<file path="config.mk">
export PLATFORM = sky130hd
export DESIGN_NAME = hbq_front
export DESIGN_NICKNAME = d
export VERILOG_FILES = /design/src/rtl/hbq_pkg.sv /design/src/rtl/hbq_decode.sv /design/src/rtl/hbq_regfile.sv /design/src/rtl/hbq_ctrl.sv /design/src/rtl/hbq_irq.sv /design/src/rtl/hbq_front.sv
export SDC_FILE = /design/constraint.sdc
export NUM_CORES = 1
export LEC_CHECK = 0
export BUFFER_PORTS_ARGS = -buffer_cell sky130_fd_sc_hd__buf_2
export CAP_MARGIN = 30
export CORE_ASPECT_RATIO = 0.7
export CORE_UTILIZATION = 46
export CTS_CLUSTER_DIAMETER = 30
export CTS_CLUSTER_SIZE = 40
export DETAILED_ROUTE_END_ITERATION = 7
export PLACE_DENSITY_LB_ADDON = 0.1
export SYNTH_ARGS = -nofsm -noshare
export SYNTH_HDL_FRONTEND = slang
export SYNTH_SLANG_ARGS = --single-unit
</file>
<file path="constraint.sdc">
create_clock -name clk -period 5.7 [get_ports clk]
set_input_delay 0.57 -clock clk [delete_from_list [all_inputs] [get_ports clk]]
set_output_delay 0.57 -clock clk [all_outputs]
set_load 0.005 [all_outputs]
</file>
<file path="src/rtl/hbq_pkg.sv">
package hbq_pkg;
    localparam int NCH      = 4;
    localparam int CHW      = $clog2(NCH);
    localparam int AW       = 3;
    localparam int DW       = 8;
    localparam int NREG     = 1 << AW;
    localparam int CTL_REG  = 4;
    localparam int IRQ_EN_BIT = 3;

    typedef enum logic [2:0] {
        ST_IDLE,
        ST_RD_START,
        ST_RD_HOLD,
        ST_WR_HOLD,
        ST_WR_COMMIT
    } hbq_state_e;
endpackage

</file>
<file path="src/rtl/hbq_decode.sv">
module hbq_decode
    import hbq_pkg::*;
#(
    parameter int N_CH = NCH,
    parameter int CH_W = CHW
) (
    input  logic            mode_sel,
    input  logic            rd_n,
    input  logic            wr_n,
    input  logic [N_CH-1:0] cs_n,
    output logic            rd_req,
    output logic            wr_req,
    output logic [CH_W-1:0] ch
);
    logic [N_CH-1:0] sel_lo;
    logic            sel_ok;

    always_comb begin
        sel_lo = ~cs_n;
        ch     = '0;
        if (mode_sel) begin
            sel_ok = $onehot(sel_lo);
            for (int i = 0; i < N_CH; i++)
                if (sel_lo[i]) ch = i[CH_W-1:0];
            rd_req = sel_ok && !rd_n && wr_n;
            wr_req = sel_ok && !wr_n && rd_n;
        end else begin
            sel_ok = !cs_n[0];
            ch     = cs_n[CH_W:1];
            rd_req = sel_ok && wr_n;
            wr_req = sel_ok && !wr_n;
        end
    end

    // a decoded access is never both a read and a write
    always_comb begin
        a_r7_one_kind: assert (!(rd_req && wr_req));
    end
endmodule

</file>
<file path="src/rtl/hbq_regfile.sv">
module hbq_regfile
    import hbq_pkg::*;
#(
    parameter int N_CH   = NCH,
    parameter int CH_W   = CHW,
    parameter int A_W    = AW,
    parameter int D_W    = DW,
    parameter int N_REG  = NREG,
    parameter int CTL_IX = CTL_REG,
    parameter int EN_BIT = IRQ_EN_BIT
) (
    input  logic            clk,
    input  logic            rst_n,
    input  logic [N_CH-1:0] wr_en,
    input  logic [A_W-1:0]  wr_addr,
    input  logic [D_W-1:0]  wr_data,
    input  logic [CH_W-1:0] rd_ch,
    input  logic [A_W-1:0]  rd_addr,
    output logic [D_W-1:0]  rd_data,
    output logic [N_CH-1:0] irq_en
);
    logic [D_W-1:0] ch_rd [N_CH];

    for (genvar c = 0; c < N_CH; c++) begin : g_ch
        logic [D_W-1:0] mem [N_REG];

        always_ff @(posedge clk or negedge rst_n) begin
            if (!rst_n) begin
                for (int r = 0; r < N_REG; r++) mem[r] <= '0;
            end else if (wr_en[c]) begin
                mem[wr_addr] <= wr_data;
            end
        end

        assign ch_rd[c]  = mem[rd_addr];
        assign irq_en[c] = mem[CTL_IX][EN_BIT];

        // a strobed write lands in the addressed register
        a_r2_write_lands: assert property (@(posedge clk) disable iff (!rst_n)
            wr_en[c] |=> mem[$past(wr_addr)] == $past(wr_data));
    end

    assign rd_data = ch_rd[rd_ch];
endmodule

</file>
<file path="src/rtl/hbq_ctrl.sv">
module hbq_ctrl
    import hbq_pkg::*;
#(
    parameter int N_CH = NCH,
    parameter int CH_W = CHW,
    parameter int A_W  = AW,
    parameter int D_W  = DW
) (
    input  logic            clk,
    input  logic            rst_n,
    input  logic            rd_req,
    input  logic            wr_req,
    input  logic [CH_W-1:0] dch,
    input  logic [A_W-1:0]  s_addr,
    input  logic [D_W-1:0]  s_din,
    input  logic [D_W-1:0]  rf_rdata,
    output logic [CH_W-1:0] ch_q,
    output logic [A_W-1:0]  addr_q,
    output logic [D_W-1:0]  data_q,
    output logic [N_CH-1:0] reg_rd,
    output logic [N_CH-1:0] reg_wr,
    output logic [D_W-1:0]  dout,
    output logic            dout_oe
);
    hbq_state_e    state, nx;
    logic [D_W-1:0] rdata_q;
    logic          rd_held, wr_held;

    assign rd_held = rd_req && (dch == ch_q);
    assign wr_held = wr_req && (dch == ch_q);

    always_comb begin
        nx = state;
        unique case (state)
            ST_IDLE:      if (rd_req) nx = ST_RD_START;
                          else if (wr_req) nx = ST_WR_HOLD;
            ST_RD_START:  nx = ST_RD_HOLD;
            ST_RD_HOLD:   if (!rd_held) nx = ST_IDLE;
            ST_WR_HOLD:   if (!wr_held) nx = ST_WR_COMMIT;
            ST_WR_COMMIT: nx = ST_IDLE;
            default:      nx = ST_IDLE;
        endcase
    end

    always_ff @(posedge clk or negedge rst_n) begin
        if (!rst_n) begin
            state   <= ST_IDLE;
            ch_q    <= '0;
            addr_q  <= '0;
            data_q  <= '0;
            rdata_q <= '0;
        end else begin
            state <= nx;
            if ((state == ST_IDLE && (rd_req || wr_req)) ||
                (state == ST_WR_HOLD && wr_held)) begin
                if (state == ST_IDLE) ch_q <= dch;
                addr_q <= s_addr;
                data_q <= s_din;
            end
            if (state == ST_RD_START) rdata_q <= rf_rdata;
        end
    end

    always_comb begin
        reg_rd  = (state == ST_RD_START)  ? (N_CH'(1) << ch_q) : '0;
        reg_wr  = (state == ST_WR_COMMIT) ? (N_CH'(1) << ch_q) : '0;
        dout_oe = (state == ST_RD_HOLD);
        dout    = dout_oe ? rdata_q : '0;
    end

    // a read strobe lasts exactly one cycle
    a_r11_rd_single: assert property (@(posedge clk) disable iff (!rst_n)
        (|reg_rd) |=> reg_rd == '0);
    // the data bus is released the cycle after the read request ends
    a_r10_oe_drop: assert property (@(posedge clk) disable iff (!rst_n)
        (dout_oe && !rd_req) |=> !dout_oe);
    // a commit is followed by no second commit and no bus drive
    a_r2_commit_once: assert property (@(posedge clk) disable iff (!rst_n)
        (|reg_wr) |=> (reg_wr == '0) && !dout_oe);
endmodule

</file>
<file path="src/rtl/hbq_irq.sv">
module hbq_irq
    import hbq_pkg::*;
#(
    parameter int N_CH = NCH
) (
    input  logic            clk,
    input  logic            rst_n,
    input  logic            mode_sel,
    input  logic [N_CH-1:0] irq_req,
    input  logic [N_CH-1:0] irq_en,
    output logic [N_CH-1:0] irq_val,
    output logic [N_CH-1:0] irq_oe,
    output logic            irq_pull_low
);
    always_comb begin
        irq_oe       = mode_sel ? irq_en : '0;
        irq_val      = irq_oe & irq_req;
        irq_pull_low = !mode_sel && (|irq_req);
    end

    // per-channel drivers exist only in strobe mode
    a_r8_oe_strobe_only: assert property (@(posedge clk) disable iff (!rst_n)
        (|irq_oe) |-> mode_sel);
    // the shared request pulls low only for a pending level-mode interrupt
    a_r9_pull_pending: assert property (@(posedge clk) disable iff (!rst_n)
        irq_pull_low |-> (!mode_sel && (irq_req != '0) && (irq_val == '0)));
endmodule

</file>
<file path="src/rtl/hbq_front.sv">
module hbq_front
    import hbq_pkg::*;
#(
    parameter int N_CH = NCH,
    parameter int A_W  = AW,
    parameter int D_W  = DW
) (
    input  logic            clk,
    input  logic            rst_n,
    input  logic            mode_sel,
    input  logic            rd_n,
    input  logic            wr_n,
    input  logic [N_CH-1:0] cs_n,
    input  logic [A_W-1:0]  addr,
    input  logic [D_W-1:0]  din,
    output logic [D_W-1:0]  dout,
    output logic            dout_oe,
    output logic [N_CH-1:0] reg_rd,
    output logic [N_CH-1:0] reg_wr,
    output logic [A_W-1:0]  reg_addr,
    output logic [D_W-1:0]  reg_wdata,
    input  logic [N_CH-1:0] irq_req,
    output logic [N_CH-1:0] irq_val,
    output logic [N_CH-1:0] irq_oe,
    output logic            irq_pull_low
);
    localparam int CH_W = $clog2(N_CH);

    logic            s_rd_n, s_wr_n;
    logic [N_CH-1:0] s_cs_n;
    logic [A_W-1:0]  s_addr;
    logic [D_W-1:0]  s_din;
    logic            rd_req, wr_req;
    logic [CH_W-1:0] dch, ch_q;
    logic [D_W-1:0]  rf_rdata;
    logic [N_CH-1:0] irq_en;

    always_ff @(posedge clk or negedge rst_n) begin
        if (!rst_n) begin
            s_rd_n <= 1'b1;
            s_wr_n <= 1'b1;
            s_cs_n <= '1;
            s_addr <= '0;
            s_din  <= '0;
        end else begin
            s_rd_n <= rd_n;
            s_wr_n <= wr_n;
            s_cs_n <= cs_n;
            s_addr <= addr;
            s_din  <= din;
        end
    end

    hbq_decode #(.N_CH(N_CH), .CH_W(CH_W)) u_dec (
        .mode_sel(mode_sel), .rd_n(s_rd_n), .wr_n(s_wr_n), .cs_n(s_cs_n),
        .rd_req(rd_req), .wr_req(wr_req), .ch(dch));

    hbq_ctrl #(.N_CH(N_CH), .CH_W(CH_W), .A_W(A_W), .D_W(D_W)) u_ctrl (
        .clk(clk), .rst_n(rst_n), .rd_req(rd_req), .wr_req(wr_req),
        .dch(dch), .s_addr(s_addr), .s_din(s_din), .rf_rdata(rf_rdata),
        .ch_q(ch_q), .addr_q(reg_addr), .data_q(reg_wdata),
        .reg_rd(reg_rd), .reg_wr(reg_wr), .dout(dout), .dout_oe(dout_oe));

    hbq_regfile #(.N_CH(N_CH), .CH_W(CH_W), .A_W(A_W), .D_W(D_W),
                  .N_REG(1 << A_W)) u_rf (
        .clk(clk), .rst_n(rst_n), .wr_en(reg_wr), .wr_addr(reg_addr),
        .wr_data(reg_wdata), .rd_ch(ch_q), .rd_addr(reg_addr),
        .rd_data(rf_rdata), .irq_en(irq_en));

    hbq_irq #(.N_CH(N_CH)) u_irq (
        .clk(clk), .rst_n(rst_n), .mode_sel(mode_sel), .irq_req(irq_req),
        .irq_en(irq_en), .irq_val(irq_val), .irq_oe(irq_oe),
        .irq_pull_low(irq_pull_low));
endmodule

</file>
==> results of run 1 <==
-- cell usage in the layout (no fill, tap or decap), types with 5 or more instances in the layout --
master / n
a21oi_1: 12
a221oi_1: 20
a22oi_1: 33
a31oi_1: 10
and2_1: 17
and3_1: 8
buf_2: 60
buf_4: 16
bufinv_16: 6
clkbuf_1: 7
clkbuf_16: 53
clkbuf_8: 13
clkinv_2: 8
dfrtp_1: 288
dfstp_2: 6
inv_1: 11
inv_6: 5
mux2_1: 7
mux2_2: 269
mux2_4: 9
mux2i_1: 46
mux4_2: 8
nand2_1: 29
nand2b_1: 7
nand3_1: 7
nor2_1: 29
nor2_2: 9
nor2b_1: 9
nor3_4: 8
o211ai_1: 6
o21ai_0: 15
o221ai_1: 6
o22a_1: 13
o22ai_1: 11
-- kinds of logic (layout without fill, tap and decap cells) --
kind of cell | after synthesis | count (layout) | share of synthesized area
simple gates | 147 | 147 | 0.0658
buf+inv | 83 | 187 | 0.0261
xor+xnor | 3 | 3 | 0.00191
flops | 297 | 297 | 0.541
other cells | 0 | 1 | 0
mux | 339 | 339 | 0.283
fa+ha+maj | 5 | 5 | 0.00510
compound gates | 143 | 143 | 0.0773
-- worst max-delay path, cell delays in order, from the launching register on --
cell	delay [ns]
dfstp_2	0.56
inv_1	0.05
ha_1	0.29
ha_1	0.22
fa_1	0.48
nand4bb_1	0.22
a211oi_2	0.33
inv_2	0.09
o41ai_4	0.39
buf_6	0.23
mux2_2	0.35
-- synthesized netlist by cell type (all sizes together) (7+ instances only) --
master	instances
nand2	29
mux2i	46
a21oi	12
nor2b	10
o22a	13
buf	30
o22ai	11
nand2b	7
a22oi	33
a31oi	10
and2	19
nor2	38
nand3	7
o21ai	16
nor3	12
inv	12
dfrtp	291
a221oi	20
and3	8
clkbuf	41
mux2	285
mux4	8
-- metal layers --
layer  wire, um  global-route usage
met5          9                   0
met3       2840              0.0680
met2      16600               0.372
met4        659              0.0750
met1      18200               0.386
-- area by class of cell --
type                       instances  area share
sequential                       297       0.459
timing repair buffer              79      0.0288
multi-input combinational        637       0.367
antenna                            1    0.000154
clock inverter                    23      0.0184
tap                              378      0.0292
inverter                          12     0.00278
clock buffer                      73      0.0944
-- power breakdown --
group	total (mW)	switching [mW]	internal (mW)	leakage, nW
logic	2.29	1.40	0.888	2.91
clock network	3.22	1.08	2.14	0.906
registers	3.12	0.535	2.59	4.03
-- how the worst max path moves through the flow --
stage / end / slack, ns / cells past startpoint
after global placement: u_ctrl.addr_q[0]$_DFFE_PN0P_ / 2.11 / 9
after CTS: u_ctrl.addr_q[0]$_DFFE_PN0P_ / 1.99 / 9
after detailed placement: u_ctrl.addr_q[0]$_DFFE_PN0P_ / 2.04 / 9
after floorplan: u_ctrl.addr_q[2]$_DFFE_PN0P_ / 2.60 / 10
final: u_ctrl.addr_q[0]$_DFFE_PN0P_ / 2.39 / 10
after global routing: u_ctrl.addr_q[0]$_DFFE_PN0P_ / 2.23 / 10
-- flip-flops by register name, indices dropped and copies added (netlist names) --
name,flops
u_rf.g_ch.mem,252
s_wr_n,1
s_addr,3
s_cs_n,4
s_din,8
u_ctrl.ch_q,2
u_ctrl.data_q,8
u_rf.irq_en,4
u_ctrl.state,3
u_ctrl.rdata_q,8
u_ctrl.addr_q,3
s_rd_n,1
-- metrics by stage --
stage,total power [mW],hold WS (ns)
after global routing,9.00,0.0916
after detailed placement,5.41,0.463
final,8.63,0.0598
after CTS,8.65,0.0888
after floorplan,4.48,0.274
after global placement,5.38,0.460
==> impl_metrics.toml, run 1 <==
[final_layout]
nets = 1108
final_core_util = 0.557
area_growth_pct = 18.0
fillCellCount = 2454
seq_area_um2 = 7450
stdcell_area_um2 = 16200
multi_input_area_um2 = 5960
final_cells = 1500
final_layout_size_suffix_gt1_frac = 0.436

[clock_tree]
cts_buffers = 52
insertion_delay_ns = 0.57
cts_tree = "done"
post_cts_buffers = 0
clock_path_buffers = 3
clk_pin_slew_ns = 0.05
cts_root_buffer = "clkbuf_16"
hold_buffers = 0
ctsResizeCount = 0
cts_sinks = 297
h-tree-depth = 2

[placement]
dp_cells = 1401
post-place-ws_ns = 2.04
port_buffers = 60
gp_congestion = 0.843
placed_cell_area_um2 = 14400
detailed_place_hpwl_um = 24700

[synthesis]
synth_top_area_frac = 0.530
synth_ff_type = "dfrtp_1"
ys_ff_latch = 297
yosysSeqAreaShare = 0.541
yosysUniqueCellTypes = 62
synth-edff-count = 0
yosysWarnings = 0
synth_area_leader_cell = "dfrtp_1"
syn_nets = 1046
syn_area_um2 = 13700
syn-mean-instance-area_um2 = 13.5
syn_inst = 1017
async_flop_share = 1.00
synth.area.top_cells = "dfrtp_1, mux2_2, mux2i_1"

[timing]
timing.fmax_ghz = 0.302
clock_skew_ns = 0.0204
layout_setup_ws_ns = 2.39
rsz0062_at_grt = "false"
relSlewSlack = 0.347
tns_ns = 0
hold_viol_final = 0
min_period_ns = 3.31
finalCritPeriodShare = 0.581
setup_violations = 0
drv_slew = 0
tightest_slew_ns = 0.978

[die]
dieArea_um2 = 30600
die_h_um = 147
rows = 52
die_w_um = 209
start_util = 0.472
coreArea_um2 = 29100
io_pins = 61

[power]
leakage_nw = 7.85
p_per_area_nw_per_um2 = 532
vdd_drop_max_uv = 336

[route]
totalWireLength_um = 38300
wl_per_cell_um = 25.5
drtIter0Drc = 719
drcViolationCount = 0
vias = 8942
drtAntennaViolNets = 0
firstDrtPassIters = 5
vias_per_cell = 5.96

[critical_path]
end_kind = "flop"
required_ns = 6.14
path_max_fanout = 10
start_kind = "flop"
r2r_end = "u_ctrl.addr_q[0]$_DFFE_PN0P_"
reg2reg_from = "s_cs_n[2]$_DFF_PN1_"
r2r_slack_ns = 2.39
critPathLaunch = "s_cs_n[2]$_DFF_PN1_"
ff2ff_path_depth = 10
arrival_ns = 3.75
criticalPathCategory = "reg -> reg"

[global_route]
grt_antenna_before_repair = 3
grt_pass1_wl_um = 59000
grt_use_total = 0.260
grt_max_degree = 131
grt_remaining_overflow = 0
grt_pass1_vias = 9178

[status]
status = "finished clean"

[min_path]
hold_path_class = "in -> async"

[run]
maxCapViolCount = 0
Note: power is estimated with default switching activity, not from simulation.
==> inputs of run 2 (changes only) <==
- clock period: 5.7 -> 3.2 ns (I/O delays scaled with it)
==> impl_metrics.toml, run 2 (same netlist as run 1, synthesis figures left out) <==
[placement]
port_buffers = 60
post-place-ws_ns = -0.0117
detailed_place_hpwl_um = 25700
gp_congestion = 0.831

[clock_tree]
h-tree-depth = 2
clk_pin_slew_ns = 0.05
cts_root_buffer = "clkbuf_16"
cts_sinks = 297
clock_path_buffers = 3
insertion_delay_ns = 0.58
cts_buffers = 51
cts_tree = "done"

[power]
vdd_drop_max_uv = 511
leakage_nw = 8.00
p_per_area_nw_per_um2 = 931

[global_route]
grt_use_total = 0.263
grt_antenna_before_repair = 2
grt_pass1_vias = 9421
grt_remaining_overflow = 0
grt_pass1_wl_um = 59900
grt_max_degree = 96

[final_layout]
final_core_util = 0.568
most-common-layout-cells = "dfrtp_1, mux2_2, buf_2"
largest_register_ffs = 252
fillCellCount = 2418
final_layout_size_suffix_gt1_frac = 0.443
nets = 1147
layout_commonest_cell = "dfrtp_1"
top_register = "u_rf.g_ch.mem"
area_growth_pct = 20.4

[timing]
drv_slew = 0
hold_viol_final = 0
holdWs_ns = 0.298
setup_violations = 0
min_period_ns = 3.10
layout_setup_ws_ns = 0.104
finalCritPeriodShare = 0.967
relSlewSlack = 0.493
rsz0062_at_grt = "true"
timing.fmax_ghz = 0.323
clock_skew_ns = 0.0304
tightest_slew_ns = 0.760

[run]
maxCapViolCount = 0

[route]
firstDrtPassIters = 6
wl_per_cell_um = 25.2
totalWireLength_um = 38800
drtIter0Drc = 792
drtAntennaViolNets = 0
vias = 9188
vias_per_cell = 5.97
drcViolationCount = 0

[critical_path]
slowest_stage = "dfstp_2"
required_ns = 3.65
criticalPathCategory = "reg -> reg"
start_kind = "flop"
crit_chain = "inv_1 -> ha_1 -> ha_1 -> fa_1 -> nand4bb_1 -> a211oi_2 -> inv_2 -> o41ai_4 -> buf_12 -> mux2_2"
worst-path-buf-inv = 3
path_max_fanout = 12
crit_path_frequent_cell = "ha_1"
crit_family = "adder cells"
end_kind = "flop"
slowest_delay_ns = 0.56
arrival_ns = 3.55

[die]
start_util = 0.472
die_h_um = 147
rows = 52
die_w_um = 209
coreArea_um2 = 29100
io_pins = 61
dieArea_um2 = 30600

[status]
status = "finished clean"

[min_path]
hold_path_class = "in -> reg"
-- run 2: timing repair --
action	4_1_cts	5_1_grt
hold buffers	18	0
setup buffers	1	0
resized for setup	0	1
endpoints found under the setup margin	5	12
pin swaps	1	1
hold endpoints to repair	101	0
-- run 2: routing by layer --
layer,vias to the layer above,global-route usage,share of wire
met1,4860,0.400,0.49
met2,277,0.380,0.43
met5,-,0,0
met3,55,0.0561,0.063
li1,3996,-,-
met4,0,0.0662,0.017
-- run 2: cell type report --
class / count / area, um2 / share of cell area
clock buffer: 59 / 1350 / 0.0813
clock inverter: 37 / 405 / 0.0245
sequential: 297 / 7450 / 0.450
tap: 378 / 473 / 0.0286
timing repair buffer: 119 / 873 / 0.0528
multi-input combinational: 637 / 5960 / 0.360
antenna: 1 / 2.50 / 0.000151
inverter: 12 / 45.0 / 0.00272
-- run 2: final timing paths --
kind	from	end	slack, ns	cells past startpoint
worst max-delay path	s_cs_n[2]$_DFF_PN1_	u_ctrl.addr_q[1]$_DFFE_PN0P_	0.10	10
worst min-delay path	mode_sel	u_ctrl.ch_q[1]$_DFFE_PN0P_	0.30	3
worst max register to register	s_cs_n[2]$_DFF_PN1_	u_ctrl.addr_q[1]$_DFFE_PN0P_	0.10	10
worst min register to register	s_din[5]$_DFF_PN0_	u_ctrl.data_q[5]$_DFFE_PN0P_	0.48	1
max in group asynchronous	rst_n	u_ctrl.addr_q[1]$_DFFE_PN0P_	1.92	3
min in group asynchronous	rst_n	u_rf.g_ch[1].mem[55]$_DFFE_PN0P_	0.39	2
-- run 2: report_power, final --
group	switching (mW)	total (mW)	internal [mW]	leakage, nW
sequential	0.887	5.50	4.61	4.03
combinational	2.64	4.41	1.77	3.11
clock	2.03	5.51	3.48	0.854
-- run 2: metrics by stage --
stage / setup TNS [ns] / instance area (um2) / power (mW) / std cells
final: 0 / 16600 / 15.4 / 1540
after global routing: -0.00918 / 16600 / 16.1 / 1539
after CTS: 0 / 16500 / 15.5 / 1539
after detailed placement: -0.0231 / 14600 / 9.89 / 1424
after global placement: 0 / 14600 / 9.83 / 1424
after floorplan: 0 / 13700 / 7.98 / 1017
-- run 2: worst reg2reg max path, cell delays in order (launching register included) --
cell and delay, ns:
dfstp_2 0.56, inv_1 0.05, ha_1 0.29, ha_1 0.21
fa_1 0.46, nand4bb_1 0.21, a211oi_2 0.26, inv_2 0.08
o41ai_4 0.31, buf_12 0.20, mux2_2 0.34
==> inputs of run 3 (changes only) <==
- BUFFER_PORTS_ARGS: -buffer_cell sky130_fd_sc_hd__buf_2 -> -buffer_cell sky130_fd_sc_hd__clkbuf_2
==> impl_metrics.toml, run 3 (same netlist as run 1, synthesis figures left out) <==
[timing]
rsz0062_at_grt = "false"
tns_ns = 0
finalCritPeriodShare = 0.959
layout_setup_ws_ns = 0.130
clock_skew_ns = 0.0171
holdWs_ns = 0.225
timing.fmax_ghz = 0.326
min_period_ns = 3.07
hold_viol_final = 0
setup_violations = 0
drv_slew = 0
relSlewSlack = 0.437
tightest_slew_ns = 0.844

[die]
io_pins = 61
rows = 52
die_h_um = 147
start_util = 0.472
die_w_um = 209
coreArea_um2 = 29100
dieArea_um2 = 30600

[critical_path]
reg2reg_from = "s_cs_n[2]$_DFF_PN1_"
start_kind = "flop"
r2r_end = "u_ctrl.addr_q[0]$_DFFE_PN0P_"
criticalPathCategory = "reg -> reg"
r2r_slack_ns = 0.13
arrival_ns = 3.50
path_max_fanout = 6
end_kind = "flop"
required_ns = 3.63
ff2ff_path_depth = 11

[power]
p_per_area_nw_per_um2 = 920
leakage_nw = 7.93
vdd_drop_max_uv = 785
finalPower_mw = 15.1

[global_route]
grt_max_degree = 104
grt_util_met2 = 0.378
grt.met3_usage = 0.0488
grt_use_total = 0.262
grt_pass1_vias = 9280
grtUsageMet1 = 0.402
grt_antenna_before_repair = 1
grt_pass1_wl_um = 59600
gr-max-usage-layer = "met1"
grt_remaining_overflow = 0

[route]
drtIter0Drc = 784
vias = 9093
vias_per_cell = 5.97
totalWireLength_um = 38500
wl_per_cell_um = 25.3
firstDrtPassIters = 7
drtAntennaViolNets = 0
drcViolationCount = 0

[final_layout]
largest_register_ffs = 252
n_antenna_cell = 0
layout_commonest_cell = "dfrtp_1"
area_growth_pct = 19.5
nets = 1143
top_register = "u_rf.g_ch.mem"
final_core_util = 0.564
stdcell_area_um2 = 16400
final_cells = 1524
most-common-layout-cells = "dfrtp_1, mux2_2, clkbuf_2"
fillCellCount = 2479
final_layout_size_suffix_gt1_frac = 0.432

[placement]
gp_congestion = 0.859
detailed_place_hpwl_um = 25600
dp_cells = 1421
port_buffers = 60
post-place-ws_ns = 0.0653
placed_cell_area_um2 = 14600

[clock_tree]
cts_root_buffer = "clkbuf_16"
cts_buffers = 49
clk_pin_slew_ns = 0.05
h-tree-depth = 2
cts_sinks = 297
insertion_delay_ns = 0.55
cts_tree = "done"
clock_path_buffers = 3

[min_path]
hold_path_class = "in -> async"

[run]
maxCapViolCount = 0

[status]
status = "finished clean"
-- run 3: changes by cell type in the layout (fill, tap and decap cells not counted), sizes merged --
| cell | change |
|---|---|
| buf | -62 |
| bufinv | +1 |
| clkbuf | +67 |
| clkinv | -6 |
| clkinvlp | -3 |
| diode | -1 |
| inv | -12 |
-- run 3: metal layers --
layer	wire length (um)	part of all wire	vias to the layer above
li1	-	-	3991
met1	18700	0.49	4764
met2	16600	0.43	273
met3	2380	0.062	63
met4	806	0.021	2
met5	11	0.00029	-
-- run 3: critical path: stages, from the launching register on --
cell	delay, ns
dfstp_2	0.56
inv_1	0.05
ha_1	0.29
ha_1	0.21
fa_1	0.46
nand4bb_1	0.21
a211oi_2	0.24
inv_2	0.08
o41ai_4	0.20
buf_4	0.20
buf_12	0.13
mux2_2	0.33
-- run 3: timing repair --
| action | 4_1_cts | 5_1_grt |
|---|---|---|
| setup endpoints to repair | 0 | 12 |
| gates resized for setup | 0 | 1 |
| buffers inserted | 0 | 1 |
| hold buffers | 18 | 0 |
| hold endpoints to repair | 51 | 0 |
-- run 3: worst max path at each step --
stage / depth (start not counted) / start / end
global route: 9 / s_cs_n[2]$_DFF_PN1_ / u_ctrl.state[1]$_DFFE_PN0P_
global placement: 10 / s_cs_n[2]$_DFF_PN1_ / u_ctrl.addr_q[0]$_DFFE_PN0P_
CTS: 10 / s_cs_n[2]$_DFF_PN1_ / u_ctrl.addr_q[0]$_DFFE_PN0P_
finish: 11 / s_cs_n[2]$_DFF_PN1_ / u_ctrl.addr_q[0]$_DFFE_PN0P_
floorplan: 10 / s_cs_n[2]$_DFF_PN1_ / u_ctrl.addr_q[2]$_DFFE_PN0P_
detailed placement: 10 / s_cs_n[2]$_DFF_PN1_ / u_ctrl.addr_q[0]$_DFFE_PN0P_
-- run 3: report_power, final --
part           internal (mW)  switching (mW)
logic                   1.80            2.54
clock network           3.44            1.73
registers               4.61           0.988
-- run 3: area by class of cell --
| class | count | area [um2] | area share |
|---|---|---|---|
| Clock buffer | 66 | 1370 | 0.0834 |
| Clock inverter | 17 | 241 | 0.0147 |
| Inverter | 12 | 45.0 | 0.00274 |
| Multi-Input combinational cell | 637 | 5960 | 0.363 |
| Sequential cell | 297 | 7450 | 0.453 |
| Tap cell | 378 | 473 | 0.0288 |
| Timing Repair Buffer | 117 | 888 | 0.0541 |
